--- config.mk ---
export PLATFORM = sky130hd
export DESIGN_NAME = ecc_fix_top
export DESIGN_NICKNAME = d
export VERILOG_FILES = /design/src/rtl/ecc_fix_pkg.sv /design/src/rtl/ecc_fix_geom.sv /design/src/rtl/ecc_fix_route.sv /design/src/rtl/ecc_fix_ctrl.sv /design/src/rtl/ecc_fix_top.sv
export SDC_FILE = /design/constraint.sdc
export NUM_CORES = 1
export LEC_CHECK = 0
export BUFFER_PORTS_ARGS = -buffer_cell sky130_fd_sc_hd__buf_4
export CAP_MARGIN = 20
export CORE_MARGIN = 2
export CORE_UTILIZATION = 30
export DETAILED_ROUTE_END_ITERATION = 10
export PLACE_DENSITY_LB_ADDON = 0.05
export REMOVE_ABC_BUFFERS = 1
export SYNTH_ARGS = -nofsm -noshare
export SYNTH_HDL_FRONTEND = slang
export SYNTH_SLANG_ARGS = --single-unit
--- constraint.sdc ---
create_clock -name clk_i -period 4.45 [get_ports clk_i]
set_input_delay 0 -clock clk_i [delete_from_list [all_inputs] [get_ports clk_i]]
set_output_delay 0 -clock clk_i [all_outputs]
set_load 0.02 [all_outputs]
--- src/rtl/ecc_fix_pkg.sv ---
package ecc_fix_pkg;
  localparam int unsigned LOC_W  = 11;
  localparam int unsigned WORD_W = 32;

  typedef enum logic [1:0] {DST_DATA, DST_PROT, DST_PAR, DST_NONE} dest_e;
  typedef enum logic [1:0] {REP_STATUS = 2'd0, REP_LOC = 2'd1, REP_VAL = 2'd2} rep_e;

  typedef enum logic [3:0] {
    S_IDLE, S_ST_RD, S_ST_CAP, S_LOC_RD, S_LOC_CAP,
    S_VAL_RD, S_VAL_CAP, S_MEM_RD, S_MEM_WR, S_DONE
  } state_e;

  typedef struct packed {
    logic [10:0] ssz;
    logic [6:0]  pad;
    logic [5:0]  plen;
    logic [4:0]  nsec;
    logic [2:0]  nwords;
  } geom_t;
endpackage

--- src/rtl/ecc_fix_geom.sv ---
module ecc_fix_geom
  import ecc_fix_pkg::*;
(
  input  logic [1:0] strength_i,
  input  logic [1:0] page_size_i,
  output geom_t      geom_o
);
  logic [3:0] page_exp, sec_exp, sh;

  always_comb begin
    geom_o = '0;
    case (strength_i)
      2'd0:    begin geom_o.ssz = 11'd512;  geom_o.pad = 7'd32; geom_o.plen = 6'd15; sec_exp = 4'd9;  end
      2'd1:    begin geom_o.ssz = 11'd512;  geom_o.pad = 7'd32; geom_o.plen = 6'd23; sec_exp = 4'd9;  end
      default: begin geom_o.ssz = 11'd1024; geom_o.pad = 7'd64; geom_o.plen = 6'd45; sec_exp = 4'd10; end
    endcase
    page_exp = (page_size_i == 2'd3) ? 4'd13 : 4'd11 + {2'b00, page_size_i};
    sh = page_exp - sec_exp;
    geom_o.nsec   = 5'd1 << sh;
    geom_o.nwords = (geom_o.nsec < 5'd4) ? 3'd1 : geom_o.nsec[4:2];
  end
endmodule

--- src/rtl/ecc_fix_route.sv ---
module ecc_fix_route
  import ecc_fix_pkg::*;
#(
  parameter int unsigned PAGE_AW  = 13,
  parameter int unsigned SPARE_AW = 9,
  parameter int unsigned SEC_W    = 4
) (
  input  logic [10:0]         ssz_i,
  input  logic [6:0]          pad_i,
  input  logic [5:0]          plen_i,
  input  logic [4:0]          nsec_i,
  input  logic [LOC_W-1:0]    loc_i,
  input  logic [SEC_W-1:0]    sec_i,
  input  logic [SPARE_AW-1:0] spare_size_i,
  output dest_e               dest_o,
  output logic [PAGE_AW-1:0]  pg_addr_o,
  output logic [SPARE_AW-1:0] sp_byte_o
);
  localparam int unsigned CW = ((PAGE_AW > SPARE_AW) ? PAGE_AW : SPARE_AW) + 4;

  logic [CW-1:0] ssz, pad, plen, nsec, loc, sec, spsz, par_start;

  assign ssz  = CW'(ssz_i);
  assign pad  = CW'(pad_i);
  assign plen = CW'(plen_i);
  assign nsec = CW'(nsec_i);
  assign loc  = CW'(loc_i);
  assign sec  = CW'(sec_i);
  assign spsz = CW'(spare_size_i);
  assign par_start = ssz + pad - plen;

  always_comb begin
    if (loc < ssz)                  dest_o = DST_DATA;
    else if (loc < ssz + CW'(3))    dest_o = DST_PROT;
    else if (loc < par_start)       dest_o = DST_NONE;
    else                            dest_o = DST_PAR;
  end

  assign pg_addr_o = PAGE_AW'(sec * ssz + loc);
  assign sp_byte_o = (dest_o == DST_PROT)
                   ? SPARE_AW'(loc - ssz)
                   : SPARE_AW'(spsz - plen * nsec + plen * sec + (loc - par_start));
endmodule

--- src/rtl/ecc_fix_ctrl.sv ---
module ecc_fix_ctrl
  import ecc_fix_pkg::*;
#(
  parameter int unsigned PAGE_AW  = 13,
  parameter int unsigned SPARE_AW = 9,
  parameter int unsigned SEC_W    = 4,
  parameter int unsigned MAX_ERR  = 24,
  parameter int unsigned CNT_W    = 9,
  localparam int unsigned ERR_W   = $clog2(MAX_ERR + 1),
  localparam int unsigned RW_W    = $clog2(MAX_ERR / 2),
  localparam int unsigned SP_WAW  = SPARE_AW - 2
) (
  input  logic                clk_i,
  input  logic                rst_ni,
  input  logic                start_i,
  input  logic [2:0]          nwords_i,
  output logic                rep_re_o,
  output logic [1:0]          rep_sel_o,
  output logic [SEC_W-1:0]    rep_sector_o,
  output logic [RW_W-1:0]     rep_word_o,
  input  logic [WORD_W-1:0]   rep_rdata_i,
  output logic [LOC_W-1:0]    loc_o,
  output logic [SEC_W-1:0]    sec_o,
  input  dest_e               dest_i,
  input  logic [PAGE_AW-1:0]  rt_pg_addr_i,
  input  logic [SPARE_AW-1:0] rt_sp_byte_i,
  output logic                pg_re_o,
  output logic                pg_we_o,
  output logic [PAGE_AW-1:0]  pg_addr_o,
  output logic [7:0]          pg_wdata_o,
  input  logic [7:0]          pg_rdata_i,
  output logic                sp_re_o,
  output logic                sp_we_o,
  output logic [SP_WAW-1:0]   sp_addr_o,
  output logic [WORD_W-1:0]   sp_wdata_o,
  input  logic [WORD_W-1:0]   sp_rdata_i,
  output logic                done_o,
  output logic                fail_o,
  output logic [CNT_W-1:0]    corr_cnt_o
);
  state_e            state_q;
  logic [SEC_W-1:0]  sec_q;
  logic [ERR_W-1:0]  err_q, nerr_q;
  logic [LOC_W-1:0]  loc_q;
  logic [7:0]        val_q;
  logic [CNT_W-1:0]  cnt_q;
  logic              fail_q;

  logic [SEC_W:0]    last_sec;
  logic              sec_last, err_last;
  logic [1:0]        stat_code;
  logic [4:0]        stat_cnt;
  logic [ERR_W-1:0]  nerr_clamp;
  logic              to_page, to_spare;

  assign last_sec  = (SEC_W+1)'({nwords_i, 2'b00}) - 1'b1;
  assign sec_last  = ({1'b0, sec_q} == last_sec);
  assign err_last  = (err_q == nerr_q - 1'b1);
  assign stat_code = rep_rdata_i[{sec_q[1:0], 3'b000} +: 2];
  assign stat_cnt  = rep_rdata_i[{sec_q[1:0], 3'b010} +: 5];
  assign nerr_clamp = (ERR_W'(stat_cnt) > ERR_W'(MAX_ERR)) ? ERR_W'(MAX_ERR) : ERR_W'(stat_cnt);

  always_ff @(posedge clk_i or negedge rst_ni) begin
    if (!rst_ni) begin
      state_q <= S_IDLE;
      sec_q   <= '0;
      err_q   <= '0;
      nerr_q  <= '0;
      loc_q   <= '0;
      val_q   <= '0;
      cnt_q   <= '0;
      fail_q  <= 1'b0;
    end else begin
      case (state_q)
        S_IDLE: if (start_i) begin
          cnt_q   <= '0;
          fail_q  <= 1'b0;
          sec_q   <= '0;
          state_q <= S_ST_RD;
        end
        S_ST_RD: state_q <= S_ST_CAP;
        S_ST_CAP: begin
          if (stat_code[1]) begin
            fail_q  <= 1'b1;
            state_q <= S_DONE;
          end else if (stat_code[0] && nerr_clamp != '0) begin
            nerr_q  <= nerr_clamp;
            err_q   <= '0;
            cnt_q   <= cnt_q + CNT_W'(nerr_clamp);
            state_q <= S_LOC_RD;
          end else if (sec_last) begin
            state_q <= S_DONE;
          end else begin
            sec_q   <= sec_q + 1'b1;
            state_q <= S_ST_RD;
          end
        end
        S_LOC_RD: state_q <= S_LOC_CAP;
        S_LOC_CAP: begin
          loc_q   <= err_q[0] ? rep_rdata_i[16 +: LOC_W] : rep_rdata_i[0 +: LOC_W];
          state_q <= S_VAL_RD;
        end
        S_VAL_RD: state_q <= S_VAL_CAP;
        S_VAL_CAP: begin
          val_q   <= rep_rdata_i[{err_q[1:0], 3'b000} +: 8];
          state_q <= S_MEM_RD;
        end
        S_MEM_RD, S_MEM_WR: begin
          if (state_q == S_MEM_RD && dest_i != DST_NONE) begin
            state_q <= S_MEM_WR;
          end else if (!err_last) begin
            err_q   <= err_q + 1'b1;
            state_q <= S_LOC_RD;
          end else if (sec_last) begin
            state_q <= S_DONE;
          end else begin
            sec_q   <= sec_q + 1'b1;
            state_q <= S_ST_RD;
          end
        end
        S_DONE:  state_q <= S_IDLE;
        default: state_q <= S_IDLE;
      endcase
    end
  end

  always_comb begin
    rep_re_o   = 1'b0;
    rep_sel_o  = REP_STATUS;
    rep_word_o = '0;
    case (state_q)
      S_ST_RD:  begin rep_re_o = 1'b1; rep_sel_o = REP_STATUS; rep_word_o = RW_W'(sec_q >> 2); end
      S_LOC_RD: begin rep_re_o = 1'b1; rep_sel_o = REP_LOC;    rep_word_o = RW_W'(err_q >> 1); end
      S_VAL_RD: begin rep_re_o = 1'b1; rep_sel_o = REP_VAL;    rep_word_o = RW_W'(err_q >> 2); end
      default: ;
    endcase
  end

  assign rep_sector_o = sec_q;
  assign loc_o = loc_q;
  assign sec_o = sec_q;

  assign to_page  = (dest_i == DST_DATA);
  assign to_spare = (dest_i == DST_PROT) || (dest_i == DST_PAR);

  assign pg_re_o    = (state_q == S_MEM_RD) && to_page;
  assign pg_we_o    = (state_q == S_MEM_WR) && to_page;
  assign pg_addr_o  = rt_pg_addr_i;
  assign pg_wdata_o = pg_rdata_i ^ val_q;

  assign sp_re_o    = (state_q == S_MEM_RD) && to_spare;
  assign sp_we_o    = (state_q == S_MEM_WR) && to_spare;
  assign sp_addr_o  = rt_sp_byte_i[SPARE_AW-1:2];
  assign sp_wdata_o = sp_rdata_i ^ (WORD_W'(val_q) << {rt_sp_byte_i[1:0], 3'b000});

  assign done_o     = (state_q == S_DONE);
  assign fail_o     = fail_q;
  assign corr_cnt_o = cnt_q;
endmodule

--- src/rtl/ecc_fix_top.sv ---
module ecc_fix_top
  import ecc_fix_pkg::*;
#(
  parameter int unsigned PAGE_AW  = 13,
  parameter int unsigned SPARE_AW = 9,
  parameter int unsigned SEC_W    = 4,
  parameter int unsigned MAX_ERR  = 24,
  parameter int unsigned CNT_W    = 9,
  localparam int unsigned RW_W    = $clog2(MAX_ERR / 2)
) (
  input  logic                  clk_i,
  input  logic                  rst_ni,
  input  logic                  start_i,
  input  logic [1:0]            strength_i,
  input  logic [1:0]            page_size_i,
  input  logic [SPARE_AW-1:0]   spare_size_i,
  output logic                  rep_re_o,
  output logic [1:0]            rep_sel_o,
  output logic [SEC_W-1:0]      rep_sector_o,
  output logic [RW_W-1:0]       rep_word_o,
  input  logic [31:0]           rep_rdata_i,
  output logic                  pg_re_o,
  output logic                  pg_we_o,
  output logic [PAGE_AW-1:0]    pg_addr_o,
  output logic [7:0]            pg_wdata_o,
  input  logic [7:0]            pg_rdata_i,
  output logic                  sp_re_o,
  output logic                  sp_we_o,
  output logic [SPARE_AW-3:0]   sp_addr_o,
  output logic [31:0]           sp_wdata_o,
  input  logic [31:0]           sp_rdata_i,
  output logic                  done_o,
  output logic                  fail_o,
  output logic [CNT_W-1:0]      corr_cnt_o
);
  geom_t               geom;
  dest_e               dest;
  logic [LOC_W-1:0]    loc;
  logic [SEC_W-1:0]    sec;
  logic [PAGE_AW-1:0]  rt_pg_addr;
  logic [SPARE_AW-1:0] rt_sp_byte;

  ecc_fix_geom u_geom (
    .strength_i (strength_i),
    .page_size_i(page_size_i),
    .geom_o     (geom)
  );

  ecc_fix_route #(
    .PAGE_AW(PAGE_AW), .SPARE_AW(SPARE_AW), .SEC_W(SEC_W)
  ) u_route (
    .ssz_i       (geom.ssz),
    .pad_i       (geom.pad),
    .plen_i      (geom.plen),
    .nsec_i      (geom.nsec),
    .loc_i       (loc),
    .sec_i       (sec),
    .spare_size_i(spare_size_i),
    .dest_o      (dest),
    .pg_addr_o   (rt_pg_addr),
    .sp_byte_o   (rt_sp_byte)
  );

  ecc_fix_ctrl #(
    .PAGE_AW(PAGE_AW), .SPARE_AW(SPARE_AW), .SEC_W(SEC_W),
    .MAX_ERR(MAX_ERR), .CNT_W(CNT_W)
  ) u_ctrl (
    .clk_i       (clk_i),
    .rst_ni      (rst_ni),
    .start_i     (start_i),
    .nwords_i    (geom.nwords),
    .rep_re_o    (rep_re_o),
    .rep_sel_o   (rep_sel_o),
    .rep_sector_o(rep_sector_o),
    .rep_word_o  (rep_word_o),
    .rep_rdata_i (rep_rdata_i),
    .loc_o       (loc),
    .sec_o       (sec),
    .dest_i      (dest),
    .rt_pg_addr_i(rt_pg_addr),
    .rt_sp_byte_i(rt_sp_byte),
    .pg_re_o     (pg_re_o),
    .pg_we_o     (pg_we_o),
    .pg_addr_o   (pg_addr_o),
    .pg_wdata_o  (pg_wdata_o),
    .pg_rdata_i  (pg_rdata_i),
    .sp_re_o     (sp_re_o),
    .sp_we_o     (sp_we_o),
    .sp_addr_o   (sp_addr_o),
    .sp_wdata_o  (sp_wdata_o),
    .sp_rdata_i  (sp_rdata_i),
    .done_o      (done_o),
    .fail_o      (fail_o),
    .corr_cnt_o  (corr_cnt_o)
  );
endmodule

Word level (Yosys, flattened, before mapping)

Cells that the tools add are included.

Output and inout port bits: 86
Input bits: 88
Logic and storage cells: 125
Flip-flop bits (word level): 47

$mul: 3
Shift-type cells: 5
Reduce and logical (&&, ||, !) cells: 22
Bitwise gates (word level): 3
Equal/unequal tests: 24
$add $sub $neg: 16
Magnitude comparators: 5
Mux-type cells: 39

Operators with widths:

| operator                                                              | count |
|---|---|
| 4-bit two-way mux                                                     | 13 |
| 24-bit one-hot mux with 2 select lines                                | 1 |
| 9-bit two-way mux                                                     | 4 |
| 4-bit one-hot mux with 8 select lines                                 | 1 |
| 32-bit by 6-bit variable part select with 2-bit output                | 1 |
| 32-bit by 6-bit variable part select with 5-bit output                | 1 |
| 32-bit by 6-bit variable part select with 8-bit output                | 1 |
| 8-bit by 5-bit left shift with 32-bit output                          | 1 |
| 32-bit XOR                                                            | 1 |
| 9-bit subtractor                                                      | 3 |
| 5-bit two-way mux                                                     | 5 |
| 4-bit one-hot mux with 3 select lines                                 | 2 |
| 9-bit adder                                                           | 2 |
| 9-bit one-hot mux with 2 select lines                                 | 1 |
| 11-bit by 17-bit less-than comparator with 1-bit output               | 1 |
| 4-bit by 3-bit equality test with 1-bit output, second input constant | 4 |
| 13-bit by 11-bit adder with 13-bit output                             | 1 |
| 4-bit by 11-bit multiplier with 13-bit output                         | 1 |
| 12-bit by 6-bit subtractor with 13-bit output                         | 1 |
| 11-bit by 2-bit adder with 12-bit output, second input constant       | 1 |
| 11-bit by 7-bit adder with 12-bit output                              | 1 |
| 11-bit by 12-bit less-than comparator with 1-bit output               | 1 |
| 2-bit inequality test, second input constant                          | 6 |
| 11-bit less-than comparator                                           | 1 |
| 41 further kinds                                                      | 62 |

Depth between registers and ports, before layout

Word-level depth: 13
Depth in mapped cells: 25
Gate-level depth less buffers: 25

Modules after synthesis

From an unflattened synthesis, not the netlist that was laid out.

Cells, all modules: 1084
Area, all modules: 9545.4 um^2

Modules (own cells, without submodules):

| module        | area an instance (um^2) | cells each | seq. area each (um^2) | instances |
|---|---|---|---|---|
| ecc_fix_route | 5331.4                  | 625        | 0.0                   | 1 |
| ecc_fix_ctrl  | 3907.5                  | 413        | 1176.1                | 1 |
| ecc_fix_geom  | 306.5                   | 46         | 0.0                   | 1 |

Least setup slack after synthesis

Ideal clock, no wire load.

Kind: input to output
From: input strength_i[1]
To: output sp_addr_o[6]
Path slack: -0.745 ns
Path buffers: 0
Stages: 20
Required time: 4.450 ns
Arrival time: 5.195 ns
Path through: inv_1 > ha_1 > xnor2_1 > o31ai_1 > nor2_1 > nand2_1 > fa_1 > fa_1 > fa_1 > inv_1 > fa_1 > fa_1 > inv_1 > ha_1 > o21ai_0 > a21oi_1 > o21a_1 > nor2_1 > xnor2_1 > o21ai_0

Longest elaborated chain between the ends: 10
Elaborated cells between the ends (all ways): 24
Those cells by class: add/sub: 8; mul: 2; order compare: 3; eq/ne: 2; shift: 1; mux: 6; reduce/logical: 2

Ends and longest elaborated chain:

| element                                                                                                                       | line                                     | text |
|---|---|---|
| from (decl)                                                                                                                   | ecc_fix_top.sv:14                        | `input logic [1:0] strength_i,` |
| 2-bit by 1-bit equality test with 1-bit output / 2-bit logical NOT (equally long branches)                                    | ecc_fix_geom.sv:12                       | `case (strength_i)` |
| 2-bit OR reduction (no source line) / 24-bit one-hot mux with 2 select lines (equally long branches)                          | --                                       |  |
| 2-bit two-way mux / 11-bit by 7-bit adder with 12-bit output (equally long branches)                                          | ecc_fix_geom.sv:12, ecc_fix_route.sv:30  |  |
| 4-bit subtractor / 12-bit by 6-bit subtractor with 13-bit output (equally long branches)                                      | ecc_fix_geom.sv:18, ecc_fix_route.sv:30  |  |
| 1-bit by 4-bit left shift with 5-bit output / 11-bit by 17-bit less-than comparator with 1-bit output (equally long branches) | ecc_fix_geom.sv:19, ecc_fix_route.sv:35  |  |
| 6-bit by 5-bit multiplier with 9-bit output / 1-bit two-way mux (equally long branches)                                       | ecc_fix_route.sv:42, ecc_fix_route.sv:35 |  |
| 9-bit subtractor / 2-bit two-way mux (equally long branches)                                                                  | ecc_fix_route.sv:42, ecc_fix_route.sv:34 |  |
| 9-bit adder / 2-bit two-way mux (equally long branches)                                                                       | ecc_fix_route.sv:42, ecc_fix_route.sv:33 |  |
| 9-bit adder / 2-bit by 1-bit equality test with 1-bit output (equally long branches)                                          | ecc_fix_route.sv:42, ecc_fix_route.sv:40 |  |
| 9-bit two-way mux (*)                                                                                                         | ecc_fix_route.sv:41                      | `? SPARE_AW'(loc - ssz)` |
| to (decl)                                                                                                                     | ecc_fix_top.sv:29                        | `output logic [SPARE_AW-3:0] sp_addr_o,` |

Every way passes the cells marked *; elsewhere a longest branch is shown, timed or not.

Worst setup path after layout

From: input page_size_i[1]
To: output sp_addr_o[6]

Longest elaborated chain between the ends: 9
Elaborated cells between the ends (all ways): 10
Those cells by class: add/sub: 5; mul: 1; eq/ne: 1; shift: 1; mux: 2

Ends and longest elaborated chain:

| element                                                                              | line                | text |
|---|---|---|
| from (decl)                                                                          | ecc_fix_top.sv:15   | `input logic [1:0] page_size_i,` |
| 4-bit by 2-bit adder with 4-bit output / 2-bit equality test (equally long branches) | ecc_fix_geom.sv:17  | `page_exp = (page_size_i == 2'd3) ? 4'd13 : 4'd11 + {2'b00, page_size_i};` |
| 4-bit two-way mux (*)                                                                | ecc_fix_geom.sv:17  |  |
| 4-bit subtractor (*)                                                                 | ecc_fix_geom.sv:18  | `sh = page_exp - sec_exp;` |
| 1-bit by 4-bit left shift with 5-bit output (*)                                      | ecc_fix_geom.sv:19  | `geom_o.nsec = 5'd1 << sh;` |
| 6-bit by 5-bit multiplier with 9-bit output (*)                                      | ecc_fix_route.sv:42 | `: SPARE_AW'(spsz - plen * nsec + plen * sec + (loc - par_start));` |
| 9-bit subtractor (*)                                                                 | ecc_fix_route.sv:42 |  |
| 9-bit adder (*) (2 in series)                                                        | ecc_fix_route.sv:42 |  |
| 9-bit two-way mux (*)                                                                | ecc_fix_route.sv:41 |  |

Marks and branches as above.

==> run_results.csv <==
group,metric,value,unit
status,status,"finished, violations left",
status,violations,"setup timing",
cells_and_area,fillCellCount,2006,
global_route,grt_pass1_vias,5678,
global_route,grt_first_pass_wirelength,30860,um
cells_and_area,syn_to_final_growth,40.21,%
synth,yosysTopAreaCell,"dfrtp_1",
cells_and_area,fin_nets,1067,
cts,clkSinkCount,47,
floorplan,die-width,146.4,um
cells_and_area,finalNonFillerCells,1149,
worst_setup_path,endpoint,"sp_addr_o[6]",
cts,clk_pin_slew,0.06,ns
global_route,grt_start_max_net_pins,48,
worst_hold_path,hold_path.class,"primary input to register",
drt,vias,5452,
timing,rsz0062_at_grt,"true",
cells_and_area,final_cell_mix,"231 x buf_4, 67 x inv_1, 67 x nand2_1",
timing,post-route-min-period,4.874,ns
synth,synth-seq-cells,47,
global_route,antenna_found_initial,0,
placed_design,portBuffers,173,
drt,drtPass1Iterations,5,
cells_and_area,final_common_cell,"buf_4",
synth,netlist.area_leader.share,0.1933,
drt,drtIter0Drc,164,
synth,syn_avg_cell_area,9.207,um^2
timing,hold_viol,0,
worst_setup_path,end_kind,"output pin",
floorplan,initial_core_util,0.3037,
timing,finalCritPeriodShare,1.095,
worst_setup_path,worstSetupStartpoint,"page_size_i[1]",
cells_and_area,layout-drive-gt1-share,0.3732,
worst_setup_path,reg2reg_from,"u_ctrl.loc_o[1]$_DFFE_PN0N_",
floorplan,die_h,146.4,um
placed_design,dp_cells,1129,
floorplan,row_count,52,
timing,finalMaxSlewViolations,0,
global_route,grt.overflow.total,0,
synth,synth_area_leaders,"dfrtp_1 19%, fa_1 16%, ha_1 11%",
synth,netlist_area,6086,um^2
worst_setup_path,r2r_slack,1.09,ns
drt,drcViolationCount,0,
cells_and_area,fin_util,0.4258,
worst_setup_path,crit_type,"primary input to output pin",
placed_design,hpwlAfterDp,15790,um
drt,vias_per_cell,4.745,
placed_design,gp_congestion,0.8192,
synth,seq_area_frac_synth,0.1933,
synth,synth_cell_types,56,
flow_run,cap_violations,0,
worst_setup_path,rr_worst_depth,13,
synth,synthCells,661,
timing,fmax,205.2,MHz
worst_setup_path,path_max_fanout,3,
synth,synthArstFlopShare,1.000,
cts,clock_path_buffers,2,
synth,synth_edf_count,0,
timing,relSlewSlack,0.5386,
cells_and_area,n_antenna_cell,0,
floorplan,dieArea,21440,um^2
floorplan,io_pins,174,
worst_setup_path,cp.arrival,4.87,ns
cts,cts_root_buffer,"clkbuf_16",
cts,clock_latency,0.30,ns
timing,setup_viol,5,
worst_setup_path,required,4.45,ns
worst_setup_path,r2r-end,"u_ctrl.err_q[0]$_DFFE_PN0P_",
worst_setup_path,start_kind,"primary input",
synth,synth_ff_type,"dfrtp_1",
timing,tightest_slew,0.6921,ns
drt,wl_per_cell,16.96,um
cts,cts_buffers,5,
drt,detail-route-antenna-nets,0,
global_route,grtUsageTotal,0.1829,
floorplan,core_area,20040,um^2
cts,cts_tree,"yes",
timing,postLayoutSetupSlackWorst,-0.4243,ns
drt,wl,19490,um
timing,finalClockSkew,0.007798,ns
cts,h-tree-depth,2,
synth,ys_warn_count,0,
## Yosys cell counts, types with 2 or more instances
cell type and count:
o31ai_1 7, inv_1 75, o21a_1 2, a211oi_1 2
xnor2_1 57, mux2i_1 14, or2_2 3, nand2_1 68
clkbuf_1 15, and2_1 14, dfrtp_1 47, xor2_1 19
and3_1 5, nand3b_1 2, a22o_1 4, o21ai_0 17
a31oi_1 3, nor3_1 11, nor2b_1 13, mux2_1 2
buf_4 9, fa_1 49, buf_2 5, o211a_1 2
buf_1 2, nand2b_1 12, nor3b_1 4, nand3_1 10
or3_1 3, nor2_1 40, o21bai_1 2, mux2_2 12
o21ai_1 7, a21o_1 4, a21oi_1 32, nand4_1 2
mux4_2 15, ha_1 52, or4_1 2
## routing by layer
metal | vias up | GRT usage | wire length [um]
li1 | 2626 | - | -
met1 | 2659 | 0.2406 | 8534
met2 | 146 | 0.3158 | 9659
met3 | 21 | 0.02313 | 912
met4 | 0 | 0.05388 | 383
met5 | - | 0 | 0
## cell type report
| type | instances | area, um^2 | share of cell area |
|---|---|---|---|
| Clock buffer | 6 | 138.9 | 0.01628 |
| Clock inverter | 2 | 16.27 | 0.001906 |
| Timing Repair Buffer | 240 | 1847 | 0.2164 |
| Sequential cell | 47 | 1179 | 0.1381 |
| Multi-Input combinational cell | 509 | 4728 | 0.5541 |
| Inverter | 75 | 286.5 | 0.03358 |
| Tap cell | 270 | 337.8 | 0.03959 |
## per-stage QoR
stage               cell area [um^2]  setup TNS [ns]  setup WS (ns)  hold WS, ns
floorplan                       5933          -2.422        -0.7445      -0.2956
CTS                             8431          -1.603        -0.4323      0.03025
detailed placement              7988          -3.570        -0.9286      0.07579
global route                    8533          -2.154        -0.6177      0.03695
global placement                7988          -2.687        -0.7195      0.06991
finish                          8533          -1.298        -0.4243      0.02860
## cells by family after synthesis
kind of cell             count (synthesis)  synth area share
AO/OA/AOI/OAI                           92           0.09457
XOR/XNOR                                76            0.1094
adder cells (fa/ha/maj)                101            0.2681
buffers and inverters                  106           0.07196
flip-flops                              47            0.1933
multiplexers                            43            0.1044
other                                    1         0.0006162
AND/OR/NAND/NOR                        195            0.1577
## how the worst min path moves through the flow
stage / start / endpoint / slack (ns) / cells past startpoint
2_1_floorplan: rst_ni / u_ctrl.corr_cnt_o[0]$_DFFE_PN0P_ / -0.30 / 0
3_3_place_gp: rst_ni / u_ctrl.corr_cnt_o[4]$_DFFE_PN0P_ / 0.07 / 1
3_5_place_dp: rst_ni / u_ctrl.corr_cnt_o[5]$_DFFE_PN0P_ / 0.08 / 1
4_1_cts: start_i / u_ctrl.fail_o$_DFFE_PN0P_ / 0.03 / 4
5_1_grt: rep_rdata_i[6] / u_ctrl.loc_o[6]$_DFFE_PN0N_ / 0.04 / 3
6_report: rep_rdata_i[8] / u_ctrl.loc_o[8]$_DFFE_PN0N_ / 0.03 / 3
## repair_timing
item                       CTS  global route
cloned                       0             0
setup endpoints to repair    6             6
pin swaps                   37            33
gates resized for setup     53            22
hold buffers                 1             0
setup buffers                8             5
hold endpoints to repair    47             0
## worst max-delay path, cell delays in order
cell      delay, ns
buf_8          0.11
nor2_4         0.12
ha_4           0.24
inv_4          0.08
o311ai_4       0.10
o21ai_2        0.10
nand3_2        0.13
buf_6          0.14
fa_1           0.49
xor2_2         0.17
fa_1           0.51
fa_2           0.59
fa_1           0.41
inv_1          0.07
ha_2           0.20
inv_2          0.05
fa_2           0.41
nor2b_4        0.12
o21ai_2        0.07
a21oi_2        0.16
o21a_1         0.14
nor2_2         0.04
xnor2_1        0.11
o21ai_1        0.16
buf_4          0.17
## registers in the layout, summed over array words and instances (netlist names)
signal / count
u_ctrl.val_q: 8
u_ctrl.loc_o: 11
u_ctrl.rep_sector_o: 4
u_ctrl.fail_o: 1
u_ctrl.state_q: 4
u_ctrl.corr_cnt_o: 9
u_ctrl.err_q: 5
u_ctrl.nerr_q: 5
Power is not shown: default switching activity piles up to over one toggle a cycle in this logic, so the estimate is an artifact.
